[src/rtl/pci_subdec_pkg.sv]
// Shared definitions for the PCI target decode unit.
// Assumes the standard PCI command encodings on C/BE# during the address phase.
package pci_subdec_pkg;

    // Command codes as they appear on C/BE# (the lines carry them uninverted)
    localparam logic [3:0] CMD_IO_RD   = 4'b0010;
    localparam logic [3:0] CMD_IO_WR   = 4'b0011;
    localparam logic [3:0] CMD_MEM_RD  = 4'b0110;
    localparam logic [3:0] CMD_MEM_WR  = 4'b0111;
    localparam logic [3:0] CMD_MEM_RDM = 4'b1100;
    localparam logic [3:0] CMD_MEM_RDL = 4'b1110;
    localparam logic [3:0] CMD_MEM_WRI = 4'b1111;

    // Edge numbers, counted from the address edge, at which claims are made
    localparam int MED_EDGE = 2;
    localparam int SUB_EDGE = 4;

    // Decode outcome of a latched address phase
    typedef struct packed {
        logic pos;   // positive decode hit
        logic sub;   // eligible for subtractive claim
    } hit_t;

    // Target sequencer states
    typedef enum logic [2:0] {
        ST_IDLE,
        ST_DECODE,
        ST_DATA,
        ST_DISC,
        ST_SKIP
    } tgt_state_e;

endpackage

[src/rtl/subdec_addr_classify.sv]
// Address classifier: sorts a latched address/command into positive hit,
// subtractive candidate or nothing. Purely combinational.
// Assumes BIOS and register ranges lie inside their subtractive windows.
module subdec_addr_classify
    import pci_subdec_pkg::*;
#(
    parameter int                ADDR_W        = 32,
    parameter int                IO_SPAN_BITS  = 16,
    parameter int                MEM_SPAN_BITS = 24,
    parameter logic [ADDR_W-1:0] BIOS_BASE     = 'h000E_0000,
    parameter logic [ADDR_W-1:0] BIOS_LIMIT    = 'h000F_FFFF,
    parameter logic [ADDR_W-1:0] REG_BASE      = 'h0000_0E00,
    parameter logic [ADDR_W-1:0] REG_LAST      = 'h0000_0E1F
) (
    input  logic [ADDR_W-1:0] addr,
    input  logic [3:0]        cmd,
    input  logic              reg_pos_mode,
    output hit_t              hit
);

    logic is_io, is_mem, io_win, mem_win, bios_hit, reg_hit;

    // Command class
    always_comb begin
        is_io  = (cmd == CMD_IO_RD) || (cmd == CMD_IO_WR);
        is_mem = (cmd == CMD_MEM_RD)  || (cmd == CMD_MEM_WR) ||
                 (cmd == CMD_MEM_RDM) || (cmd == CMD_MEM_RDL) ||
                 (cmd == CMD_MEM_WRI);
    end

    // Window and range compares
    always_comb begin
        io_win   = (addr[ADDR_W-1:IO_SPAN_BITS]  == '0);
        mem_win  = (addr[ADDR_W-1:MEM_SPAN_BITS] == '0);
        bios_hit = is_mem && (addr >= BIOS_BASE) && (addr <= BIOS_LIMIT);
        reg_hit  = is_io  && (addr >= REG_BASE)  && (addr <= REG_LAST);
    end

    // Final outcome; positive hits exclude subtractive eligibility
    always_comb begin
        hit.pos = bios_hit || (reg_hit && reg_pos_mode);
        hit.sub = !hit.pos && ((is_io && io_win) || (is_mem && mem_win));
    end

endmodule

[src/rtl/subdec_claim_timer.sv]
// Decode timer: counts edges after the address edge and remembers whether
// any other agent drove DEVSEL# inside the decode window.
// Assumes start and run are never high together.
module subdec_claim_timer
    import pci_subdec_pkg::*;
#(
    parameter int CNT_W = $clog2(SUB_EDGE + 1)
) (
    input  logic             clk,
    input  logic             rst_n,
    input  logic             start,
    input  logic             run,
    input  logic             other_devsel_n,
    output logic [CNT_W-1:0] cnt,
    output logic             other_any
);

    logic seen_q;

    // Sticky record including the current sample
    assign other_any = seen_q | ~other_devsel_n;

    // Edge counter and sticky other-claim flag
    always_ff @(posedge clk) begin
        if (!rst_n) begin
            cnt    <= '0;
            seen_q <= 1'b0;
        end else if (start) begin
            cnt    <= CNT_W'(1);
            seen_q <= 1'b0;
        end else if (run) begin
            if (cnt != CNT_W'(SUB_EDGE))
                cnt <= cnt + CNT_W'(1);
            seen_q <= other_any;
        end
    end

endmodule

[src/rtl/subdec_target_fsm.sv]
// Target sequencer: detects address phases, claims at medium or subtractive
// timing, drives DEVSEL#/TRDY#/STOP# and releases them after the last handshake.
// Assumes a master that leaves at least one idle clock between transactions.
module subdec_target_fsm
    import pci_subdec_pkg::*;
#(
    parameter int CNT_W = $clog2(SUB_EDGE + 1)
) (
    input  logic             clk,
    input  logic             rst_n,
    input  logic             frame_n,
    input  logic             irdy_n,
    input  logic             other_devsel_n,
    input  hit_t             hit,
    input  logic [CNT_W-1:0] cnt,
    input  logic             other_any,
    output logic             addr_edge,
    output logic             decoding,
    output logic             devsel_n,
    output logic             trdy_n,
    output logic             stop_n,
    output logic             claim,
    output logic             claim_sub,
    output logic             fwd_req
);

    tgt_state_e state;
    logic       frame_q;

    // Address phase: FRAME# newly low while idle
    assign addr_edge = (state == ST_IDLE) && !frame_n && frame_q;
    assign decoding  = (state == ST_DECODE);

    // Main sequencer: claim, data phase, disconnect and release
    always_ff @(posedge clk) begin
        if (!rst_n) begin
            state     <= ST_IDLE;
            frame_q   <= 1'b1;
            devsel_n  <= 1'b1;
            trdy_n    <= 1'b1;
            stop_n    <= 1'b1;
            claim     <= 1'b0;
            claim_sub <= 1'b0;
            fwd_req   <= 1'b0;
        end else begin
            frame_q <= frame_n;
            fwd_req <= 1'b0;
            case (state)
                ST_IDLE: begin
                    if (addr_edge)
                        state <= ST_DECODE;
                end
                ST_DECODE: begin
                    if (cnt == CNT_W'(MED_EDGE) && hit.pos) begin
                        // Positive claim at medium timing
                        devsel_n  <= 1'b0;
                        trdy_n    <= 1'b0;
                        stop_n    <= frame_n;
                        claim     <= 1'b1;
                        claim_sub <= 1'b0;
                        fwd_req   <= 1'b1;
                        state     <= ST_DATA;
                    end else if (cnt == CNT_W'(MED_EDGE) && !hit.sub) begin
                        state <= ST_SKIP;
                    end else if (cnt == CNT_W'(SUB_EDGE)) begin
                        if (hit.sub && !other_any) begin
                            // Subtractive claim after the slow window
                            devsel_n  <= 1'b0;
                            trdy_n    <= 1'b0;
                            stop_n    <= frame_n;
                            claim     <= 1'b1;
                            claim_sub <= 1'b1;
                            fwd_req   <= 1'b1;
                            state     <= ST_DATA;
                        end else begin
                            state <= ST_SKIP;
                        end
                    end
                end
                ST_DATA: begin
                    if (!irdy_n && !trdy_n) begin
                        trdy_n <= 1'b1;
                        if (frame_n) begin
                            devsel_n  <= 1'b1;
                            stop_n    <= 1'b1;
                            claim     <= 1'b0;
                            claim_sub <= 1'b0;
                            state     <= ST_IDLE;
                        end else begin
                            state <= ST_DISC;
                        end
                    end else if (!frame_n) begin
                        stop_n <= 1'b0;
                    end
                end
                ST_DISC: begin
                    if (frame_n) begin
                        devsel_n  <= 1'b1;
                        stop_n    <= 1'b1;
                        claim     <= 1'b0;
                        claim_sub <= 1'b0;
                        state     <= ST_IDLE;
                    end
                end
                ST_SKIP: begin
                    if (frame_n && irdy_n)
                        state <= ST_IDLE;
                end
                default: state <= ST_IDLE;
            endcase
        end
    end

    AST_TRDY_UNDER_DEVSEL: assert property (@(posedge clk) disable iff (!rst_n)
        !trdy_n |-> !devsel_n);
    AST_BURST_STOP: assert property (@(posedge clk) disable iff (!rst_n)
        ($fell(trdy_n) && !$past(frame_n)) |-> !stop_n);
    AST_POS_MEDIUM: assert property (@(posedge clk) disable iff (!rst_n)
        ($fell(devsel_n) && !claim_sub) |-> ($past(cnt) == CNT_W'(MED_EDGE)));
    AST_SUB_LATE: assert property (@(posedge clk) disable iff (!rst_n)
        ($fell(devsel_n) && claim_sub) |-> (($past(cnt) == CNT_W'(SUB_EDGE)) && $past(other_devsel_n)));
    AST_RELEASE_FRAME: assert property (@(posedge clk) disable iff (!rst_n)
        $rose(devsel_n) |-> $past(frame_n));
    AST_FWD_PULSE: assert property (@(posedge clk) disable iff (!rst_n)
        fwd_req |=> !fwd_req);

endmodule

[src/rtl/pci_subdec_target.sv]
// Top of the PCI target decode unit: latches the address phase, classifies
// it, times the claim and drives the target control lines.
// Assumes the bus DEVSEL# of other agents arrives separately on other_devsel_n.
module pci_subdec_target
    import pci_subdec_pkg::*;
#(
    parameter int                ADDR_W        = 32,
    parameter int                IO_SPAN_BITS  = 16,
    parameter int                MEM_SPAN_BITS = 24,
    parameter logic [ADDR_W-1:0] BIOS_BASE     = 'h000E_0000,
    parameter logic [ADDR_W-1:0] BIOS_LIMIT    = 'h000F_FFFF,
    parameter logic [ADDR_W-1:0] REG_BASE      = 'h0000_0E00,
    parameter logic [ADDR_W-1:0] REG_LAST      = 'h0000_0E1F
) (
    input  logic              clk,
    input  logic              rst_n,
    input  logic              frame_n,
    input  logic              irdy_n,
    input  logic [ADDR_W-1:0] ad,
    input  logic [3:0]        cbe_n,
    input  logic              other_devsel_n,
    input  logic              reg_pos_mode,
    output logic              devsel_n,
    output logic              trdy_n,
    output logic              stop_n,
    output logic              claim,
    output logic              claim_sub,
    output logic              fwd_req,
    output logic [ADDR_W-1:0] fwd_addr,
    output logic [3:0]        fwd_cmd
);

    localparam int CNT_W = $clog2(SUB_EDGE + 1);

    logic [ADDR_W-1:0] addr_q;
    logic [3:0]        cmd_q;
    logic              addr_edge, decoding, other_any;
    logic [CNT_W-1:0]  cnt;
    hit_t              hit;

    // Capture address and command on the address edge
    always_ff @(posedge clk) begin
        if (!rst_n) begin
            addr_q <= '0;
            cmd_q  <= '0;
        end else if (addr_edge) begin
            addr_q <= ad;
            cmd_q  <= cbe_n;
        end
    end

    assign fwd_addr = addr_q;
    assign fwd_cmd  = cmd_q;

    subdec_addr_classify #(
        .ADDR_W       (ADDR_W),
        .IO_SPAN_BITS (IO_SPAN_BITS),
        .MEM_SPAN_BITS(MEM_SPAN_BITS),
        .BIOS_BASE    (BIOS_BASE),
        .BIOS_LIMIT   (BIOS_LIMIT),
        .REG_BASE     (REG_BASE),
        .REG_LAST     (REG_LAST)
    ) u_classify (
        .addr        (addr_q),
        .cmd         (cmd_q),
        .reg_pos_mode(reg_pos_mode),
        .hit         (hit)
    );

    subdec_claim_timer #(.CNT_W(CNT_W)) u_timer (
        .clk           (clk),
        .rst_n         (rst_n),
        .start         (addr_edge),
        .run           (decoding),
        .other_devsel_n(other_devsel_n),
        .cnt           (cnt),
        .other_any     (other_any)
    );

    subdec_target_fsm #(.CNT_W(CNT_W)) u_fsm (
        .clk           (clk),
        .rst_n         (rst_n),
        .frame_n       (frame_n),
        .irdy_n        (irdy_n),
        .other_devsel_n(other_devsel_n),
        .hit           (hit),
        .cnt           (cnt),
        .other_any     (other_any),
        .addr_edge     (addr_edge),
        .decoding      (decoding),
        .devsel_n      (devsel_n),
        .trdy_n        (trdy_n),
        .stop_n        (stop_n),
        .claim         (claim),
        .claim_sub     (claim_sub),
        .fwd_req       (fwd_req)
    );

    AST_SUB_WINDOW: assert property (@(posedge clk) disable iff (!rst_n)
        $rose(claim_sub) |-> ((fwd_cmd[3:1] == 3'b001) ? (fwd_addr[ADDR_W-1:IO_SPAN_BITS] == '0)
                                                       : (fwd_addr[ADDR_W-1:MEM_SPAN_BITS] == '0)));
    AST_CLAIM_TRACKS_DEVSEL: assert property (@(posedge clk) disable iff (!rst_n)
        claim |-> !devsel_n);

endmodule

[config.mk]
export PLATFORM = sky130hd
export DESIGN_NAME = pci_subdec_target
export DESIGN_NICKNAME = d
export VERILOG_FILES = /design/src/rtl/pci_subdec_pkg.sv /design/src/rtl/subdec_addr_classify.sv /design/src/rtl/subdec_claim_timer.sv /design/src/rtl/subdec_target_fsm.sv /design/src/rtl/pci_subdec_target.sv
export SDC_FILE = /design/constraint.sdc
export NUM_CORES = 1
export LEC_CHECK = 0
export BUFFER_PORTS_ARGS = -buffer_cell sky130_fd_sc_hd__buf_2
export CAP_MARGIN = 20
export CELL_PAD_IN_SITES_DETAIL_PLACEMENT = 0
export CELL_PAD_IN_SITES_GLOBAL_PLACEMENT = 1
export CORE_ASPECT_RATIO = 0.5
export CORE_MARGIN = 5
export CORE_UTILIZATION = 40
export CTS_CLUSTER_DIAMETER = 40
export DETAILED_ROUTE_END_ITERATION = 7
export GPL_TIMING_DRIVEN = 1
export PLACE_DENSITY_LB_ADDON = 0.1
export RECOVER_POWER = 50
export SYNTH_ARGS = -nofsm -noshare
export SYNTH_HDL_FRONTEND = slang
export SYNTH_HIERARCHICAL = 1
export SYNTH_SLANG_ARGS = --single-unit
[constraint.sdc]
create_clock -name clk -period 4.1 [get_ports clk]
set_clock_uncertainty 0.05 [all_clocks]
set_input_delay 0.205 -clock clk [delete_from_list [all_inputs] [get_ports clk]]
set_output_delay 0.205 -clock clk [all_outputs]
set_load 0.02 [all_outputs]
# After elaboration in Yosys (flattened, before gate mapping)
# Index checks and enable logic that the tools add are counted.
# totals
n_memories	0
mem_bits_rw	0
latchBits	0
rom_bits	0
input_bits	42
reg_bits	50
# classes
n_bitwise	3
n_mul	0
reduce_logical	43
order_cmp	4
eq_ne	23
n_mux	45
addsub	1
n_shift	0
div	0
# ops
cell	n
$ge A32 B12 Y1 const B	1
$ge A32 B20 Y1 const B	1
$le A32 B12 Y1 const B	1
$le A32 B20 Y1 const B	1
$mux W1	30
$mux W3	8
$reduce_and A5 Y1	4
$logic_not A16 Y1	1
$logic_and A1 B1 Y1	15
$pmux W3 S5	1
$eq A4 B4 Y1 const B	3
$pmux W1 S3	4
$eq A3 B2 Y1 const B	3
$eq A4 B2 Y1 const B	2
$eq A4 B3 Y1 const B	2
$logic_not A8 Y1	1
$logic_or A1 B1 Y1	7
$eq A3 B3 Y1 const B	2
$logic_not A1 Y1	6
$ne A3 B1 Y1 const B	2
$ne A3 B2 Y1 const B	2
$reduce_and A2 Y1	3
$reduce_bool A2 Y1	3
$ne A2 B1 Y1 const B	2
12 further kinds	14

# Longest topological paths before layout
# Gate-level depths: netlist of the first run.
# depth
depth_word	16
mapped_depth	8

# Cells and area by module
# Netlist of the first run, hierarchy kept.
# modules_own_cells
mod	area_per_inst_um2	cells_per_inst	seq_area_each_um2	n_inst
pci_subdec_target	1388.8	115	720.7	1
subdec_target_fsm	609.3	76	200.2	1
subdec_claim_timer	207.7	21	80.1	1
subdec_addr_classify	175.2	18	0.0	1

# Least setup slack after synthesis of the first run
# OpenSTA, ideal clock, no wires.
# synth_timing
path_kind	register to register
startpoint	register addr_q[22], in the netlist fwd_addr[22]
endpoint	register u_fsm.claim
period_less_slack_ns	2.130
stages_incl_launch_ff	8
arrival_ns	1.964
path_buffers	0
setup_slack_ns	1.970
required_time_ns	3.934
path_cell_list	dfxtp_1 nor4_2 nand3_1 a211oi_2 and4bb_1 nor2_1 o32a_1 a31o_1
# synth_rtl
element	line_no	source
start, declared	pci_subdec_target.sv:35	logic [ADDR_W-1:0] addr_q;
start signal, assigned	pci_subdec_target.sv:44	addr_q <= '0;
start signal, assigned	pci_subdec_target.sv:47	addr_q <= ad;
end signal, assigned	subdec_target_fsm.sv:42	claim <= 1'b0;
end signal, assigned	subdec_target_fsm.sv:59	claim <= 1'b1;
end signal, assigned	subdec_target_fsm.sv:71	claim <= 1'b1;
end, declared	subdec_target_fsm.sv:22	output logic claim,

# Final worst setup path of the first run
# layout_timing
startpoint	register u_fsm.state[2]
endpoint	register addr_q[22], in the netlist fwd_addr[22]
# layout_via
elab_chain_len	3
# layout_rtl
element	line_no	source
start, declared	subdec_target_fsm.sv:27	tgt_state_e state;
start signal, assigned	subdec_target_fsm.sv:37	state <= ST_IDLE;
start signal, assigned	subdec_target_fsm.sv:51	state <= ST_DECODE;
start signal, assigned	subdec_target_fsm.sv:62	state <= ST_DATA;
$logic_not A3 Y1	subdec_target_fsm.sv:31	assign addr_edge = (state == ST_IDLE) && !frame_n && frame_q;
$logic_and A1 B1 Y1 (2 in series)	subdec_target_fsm.sv:31	
named net addr_edge	pci_subdec_target.sv:37	logic addr_edge, decoding, other_any;
# The timed path passes the listed nets, and every way through them passes these cells.
# A chain may end at the register's enable or synchronous reset.

==> results.yml, run 1 <==
outcome:
  status: "complete, but fails checks"
  violations: "capacitance limit, slew limit"
yosys:
  synth-seq-cells: 50
  yosys.cell_types.count: 48
  synth_edf_count: 0
  synth-compound-area-share: 0.09879
  synthSimpleGateAreaFrac: 0.2491
  synth_top_cell_by_area: "dfxtp_1"
  synthAdderAreaFrac: 0.01051
  netlist.area_leader.share: 0.4204
  ys.flop_type: "dfxtp_1"
  seq_area_frac_synth: 0.4204
  syn-num-nets: 274
  yosysWarnings: 6
  synth_area_sq_mm: 0.002381
  syn_avg_cell_area_sq_um: 10.35
  synth_area_leaders: "dfxtp_1 42%, mux2i_1 16%, nor2b_1 11%"
  async_flop_share: 0
  synth_cells: 230
  synthXorXnorAreaFrac: 0.003678
  yosysMostFrequentCell: "dfxtp_1"
  synth_commonest_cells: "50 x dfxtp_1, 42 x nor2b_1, 39 x mux2i_1"
  synth_top_family_by_area: "simple AND/OR/NAND/NOR gates"
  muxShareOfSynthArea: 0.1640
timing:
  fin_crit_ns: 2.440
  layout_worst_path_cycle_share: 0.5951
  hold_viol: 0
  maxSlewViolCount: 52
  max_slew_margin: -0.1987
  setup_viol: 0
  worst_pin_slew_ns: 1.798
  tns_ns: 0
  rsz0062_at_grt: "no"
  fmax_ghz: 0.4098
worst_setup_path:
  crit_buf_inv: 1
  worstSetupPathDepth: 5
  worstSetupEndpoint: "fwd_addr[22]"
  crit_fanout: 21
  regToRegSetupSlack_ns: 1.66
  reg2reg_depth: 5
  worstPathArrival_ns: 2.57
  r2r_end: "fwd_addr[22]"
  r2r_start: "u_fsm/state[2]"
  start_kind: "register"
  critical_path_class: "reg2reg"
  crit_required_ns: 4.23
  crit_chain: "nor2_1 > and3_1 > buf_16 > mux2i_1 > nor2b_1"
  worstSetupStartpoint: "u_fsm/state[2]"
  slowest_delay_ns: 1.05
  endpoint_kind: "register"
  slowest_stage: "and3_1"
  cp_top_family: "simple AND/OR/NAND/NOR gates"
finish:
  finalNetCount: 353
  fin_cells: 383
  drive_gt1_frac: 0.1839
  fillers: 557
  register_area_sq_mm: 0.001001
  antennaDiodeCount: 0
  multiInputGateArea_sq_mm: 0.001252
  areaGrowthSynthToFinish_pct: 24.12
global_routing:
  grt_pass1_vias: 1952
  met2_usage: 0.2495
  use_met1: 0.1906
  use_met3: 0.04778
  grt_overflow: 0
  grt_pass1_wl_mm: 9.384
  busiest_layer: "met2"
  grt_usage: 0.1527
  grt_max_degree: 52
  antenna_found_initial: 0
place:
  io_buffers: 83
  dp.cells: 374
  gp_congestion: 0.8095
  dp_hpwl_mm: 4.082
power:
  power_density_mw_per_mm2: 462.8
  vdd.ir_drop.worst_mv: 0.1812
  p_leak_nw: 1.146
floorplan:
  ioPinCount: 84
  start_util: 0.4226
  die_h_um: 64.56
  rows: 19
  die_w_um: 119.1
  core_area_sq_mm: 0.005634
  dieArea_sq_mm: 0.007689
hold_path:
  min-delay-path-class: "in2reg"
cts:
  numCtsBuffers: 5
  clk_path_buf_depth: 2
  path_clk_slew_ns: 0.06
  cts_sinks: 50
  holdBufCountCts: 0
  cts.repair.resized: 0
  post-cts-setup-buffers: 0
  insertion_delay_ns: 0.29
  cts_root_buffer: "clkbuf_16"
  htreeDepth: 2
  cts_tree: "done"
drt:
  drc: 0
  first_pass_iters: 4
  detail-route-antenna-nets: 0
  wl_mm: 5.656
  vias: 1906
  wl_per_cell_um: 14.77
  vias_per_cell: 4.977
  drt-initial-drc-count: 60
run:
  cap_violations: 1
area by class of cell:
class	count	area share
flip-flops and latches	50	0.3387
multi-input cells	162	0.4238
clock inverters	2	0.02032
well taps	73	0.03091
inverters	6	0.007621
clock buffers	6	0.04699
repair buffers	84	0.1317
metrics by stage:
stage	worst slack (ns)	utilization	hold slack [ns]	power (W)	area, sq um
2_1_floorplan	1.970	-	0.2725	0.0007695	2381
3_3_place_gp	1.857	0.4941	0.3882	0.0008325	2784
3_5_place_dp	1.777	0.4941	0.3974	0.0008363	2784
4_1_cts	1.753	0.5294	0.1123	0.001389	2983
5_1_grt	1.435	0.5245	0.1364	0.001439	2955
6_report	1.660	0.5245	0.1184	0.001368	2955
how the worst min path moves through the flow:
stage,startpoint,to,cells after the start
global placement,u_timer/seen_q,u_timer/seen_q,2
detailed placement,u_timer/seen_q,u_timer/seen_q,2
floorplan,rst_n,u_timer/cnt[0],1
CTS,ad[19],fwd_addr[19],3
global route,ad[15],fwd_addr[15],3
finish,ad[30],fwd_addr[30],3
state kept, by name, indices dropped and copies added, names as in the netlist:
signal and flops:
u_timer/cnt 3, u_fsm/state 3, u_fsm/devsel_n 1, u_fsm/trdy_n 1, u_fsm/fwd_req 1, u_fsm/stop_n 1, u_timer/seen_q 1, u_fsm/frame_q 1
u_fsm/claim 1, fwd_addr 32, u_fsm/claim_sub 1, fwd_cmd 4
per-layer routing:
layer / wire length [um] / vias up
li1: - / 975
met3: 366 / 7
met4: 85 / 0
met1: 2760 / 866
met5: 0 / -
met2: 2444 / 58
worst min-delay path, delay by kind of cell:
| family | cells | cell delay [ns] |
|---|---|---|
| multiplexers | 1 | 0.05 |
| AND/OR/NAND/NOR | 1 | 0.09 |
| buffers and inverters | 1 | 0.07 |
cells in the final DEF (no fill, tap or decap), drive strengths merged, types with 2 or more instances in the layout:
| cell | count |
|---|---|
| nor4b | 3 |
| a21oi | 4 |
| o21ai | 6 |
| bufinv | 2 |
| nand2 | 7 |
| o2111ai | 2 |
| nor2b | 42 |
| nor2 | 8 |
| nor3 | 2 |
| nor3b | 2 |
| mux2i | 39 |
| o21a | 2 |
| a21boi | 2 |
| buf | 41 |
| nand3 | 5 |
| dfxtp | 50 |
| o211ai | 2 |
| nor4 | 3 |
| a211oi | 2 |
| inv | 6 |
| clkbuf | 49 |
| ha | 2 |
| nand4 | 5 |
| nand2b | 6 |
power by group:
part / leakage, nW / switching [W] / internal [W]
Combinational: 0.640 / 0.000146 / 0.000117
Clock: 0.0971 / 0.000177 / 0.000366
Sequential: 0.409 / 0.0000390 / 0.000522
logic make-up (layout without fill, tap and decap cells):
logic type      Yosys count  after routing
simple gates             90             90
compound gates           30             30
buf+inv                  18             98
xor+xnor                  1              1
mux                      39             39
flops                    50             50
fa+ha+maj                 2              2
Note: power is estimated with default switching activity, not from simulation.
==> run 2: changes to the inputs <==
ABC_AREA = 1   (was unset)
CORE_UTILIZATION = 33   (was 40)
clock period = 2 ns   (was 4.1 ns; I/O delays follow)
==> results.yml, run 2 <==
outcome:
  status: "complete, no violations"
worst_setup_path:
  cp_top_family: "simple AND/OR/NAND/NOR gates"
  crit_required_ns: 2.11
  crit_fanout: 7
  regToRegSetupSlack_ns: 0.13
  slowest_stage: "dfxtp_2"
  slowest_delay_ns: 0.33
  crit_chain: "nor2_2 > nand2_2 > nor2_4 > nand3_2 > nand2_1 > nand2_1 > inv_2 > inv_2 > or2_4 > or2_4 > nand2_8 > nand3_1 > nand2_1 > nand3_1"
  start_kind: "register"
  r2r_start: "fwd_addr[19]"
  crit_buf_inv: 2
  reg2reg_depth: 14
  cpMostUsedCell: "nand2_1"
  worstPathArrival_ns: 1.98
  critical_path_class: "reg2reg"
  endpoint_kind: "register"
  r2r_end: "u_fsm/trdy_n"
drt:
  vias_per_cell: 4.122
  detail-route-antenna-nets: 0
  drc: 0
  drt-initial-drc-count: 79
  wl_per_cell_um: 10.60
  wl_mm: 6.517
  first_pass_iters: 4
  vias: 2535
yosys:
  synth_commonest_cells: "69 x nor2_1, 63 x nand2_2, 61 x inv_1"
  synth_cells: 402
  async_flop_share: 0
  synth_edf_count: 0
  syn_avg_cell_area_sq_um: 7.140
  syn-num-nets: 446
  seq_area_frac_synth: 0.3487
  synth_area_sq_mm: 0.002870
  netlist.area_leader.share: 0.3487
  yosysWarnings: 6
  synth_area_leaders: "dfxtp_1 35%, nand2_2 14%, nor2_1 9.0%"
  ys.flop_type: "dfxtp_1"
  synth_top_cell_by_area: "dfxtp_1"
  yosysMostFrequentCell: "nor2_1"
  synth-seq-cells: 50
  yosys.cell_types.count: 28
global_routing:
  antenna_found_initial: 0
  grt_max_degree: 51
  grt_overflow: 0
  grt_usage: 0.1273
  grt_pass1_vias: 2414
  grt_pass1_wl_mm: 11.22
finish:
  areaGrowthSynthToFinish_pct: 24.24
  drive_gt1_frac: 0.4116
  final_cell_mix: "65 x nand2_2, 63 x nor2_1, 59 x inv_1, 49 x nand2_1, 43 x nor2_2"
  finalNetCount: 541
  antennaDiodeCount: 0
  largest_reg_flops: 32
  fin_area_sq_mm: 0.003566
  mostFrequentLayoutCell: "nand2_2"
floorplan:
  core_area_sq_mm: 0.008588
  rows: 24
  dieArea_sq_mm: 0.01078
  start_util: 0.3342
  die_w_um: 141.9
  ioPinCount: 84
  die_h_um: 75.95
hold_path:
  holdPathEnd: "fwd_addr[0]"
  hold-path-cell-count: 5
  worst_hold_startpoint: "ad[0]"
  min-delay-path-class: "in2reg"
timing:
  max_slew_margin: 0.7176
  hold_viol: 0
  timing.hold.ws_ns: 0.04122
  setup_viol: 0
  worst_pin_slew_ns: 0.4235
  maxSlewViolCount: 0
  fin_crit_ns: 1.873
  layout_worst_path_cycle_share: 0.9364
  final.setup.worst_slack_ns: 0.1271
  fmax_ghz: 0.5339
  tns_ns: 0
cts:
  holdBufCountCts: 0
  numCtsBuffers: 5
  clk_path_buf_depth: 2
  htreeDepth: 2
  cts_sinks: 50
  cts_root_buffer: "clkbuf_16"
  insertion_delay_ns: 0.29
  path_clk_slew_ns: 0.07
  cts_tree: "done"
power:
  vdd.ir_drop.worst_mv: 0.3675
  finalPower_w: 0.004137
  power_density_mw_per_mm2: 1160
  p_leak_nw: 1.693
place:
  io_buffers: 83
  gp_congestion: 0.7519
  place_area_sq_mm: 0.003401
  dp_hpwl_mm: 4.833
  place_ws_ns: 0.003287
run:
  cap_violations: 0
run 2: area by class of cell:
cell class | instances | area, sq um
timing repair buffer | 100 | 516.7
sequential | 50 | 1017
clock inverter | 2 | 13.76
tap | 117 | 146.4
clock buffer | 6 | 128.9
multi-input combinational | 275 | 1499
inverter | 65 | 244.0
fill | 971 | 5022
run 2: how the worst max path moves through the flow:
| stage | from | endpoint | cells past startpoint |
|---|---|---|---|
| after floorplan | fwd_addr[22] | u_fsm/devsel_n | 13 |
| after global placement | fwd_cmd[2] | u_fsm/devsel_n | 14 |
| after detailed placement | fwd_cmd[2] | u_fsm/devsel_n | 14 |
| after CTS | fwd_addr[25] | u_fsm/devsel_n | 14 |
| after global routing | fwd_addr[29] | u_fsm/devsel_n | 14 |
| final | fwd_addr[19] | u_fsm/trdy_n | 14 |
run 2: logic make-up (layout without fill, tap and decap cells):
family	count (synthesis)	count (layout)	synth area share
AO/OA/AOI/OAI	15	15	0.02790
adder cells (fa/ha/maj)	2	2	0.008717
buffers and inverters	77	173	0.1482
flip-flops	50	50	0.3487
AND/OR/NAND/NOR	258	258	0.4664
run 2: layer usage:
layer	GRT usage	routed length [um]	up-vias
met3	0.03962	351	8
met2	0.1919	2895	48
li1	-	-	1376
met4	0.04310	95	0
met5	0	0	-
met1	0.1720	3175	1103
run 2: timing repair:
item | 4_1_cts | 5_1_grt
gates resized for setup | 2 | 28
pin swaps | 5 | 13
buffers inserted | 0 | 1
setup endpoints to repair | 3 | 8
run 2: power by group:
group | leakage [nW] | total, W | internal (W) | switching (W)
Sequential | 0.416 | 0.00147 | 0.00125 | 0.000215
Clock | 0.0708 | 0.000844 | 0.000465 | 0.000379
Combinational | 1.21 | 0.00182 | 0.000687 | 0.00114
run 2: tightest hold or removal path, delay by kind of cell:
family	cells	cell delay (ns)
buf+inv	2	0.11
simple gates	3	0.15
run 2: stage by stage:
step           utilization  std cells
2_1_floorplan            -        402
3_3_place_gp        0.3960        606
3_5_place_dp        0.3960        606
4_1_cts             0.4132        614
5_1_grt             0.4152        615
6_report            0.4152        615
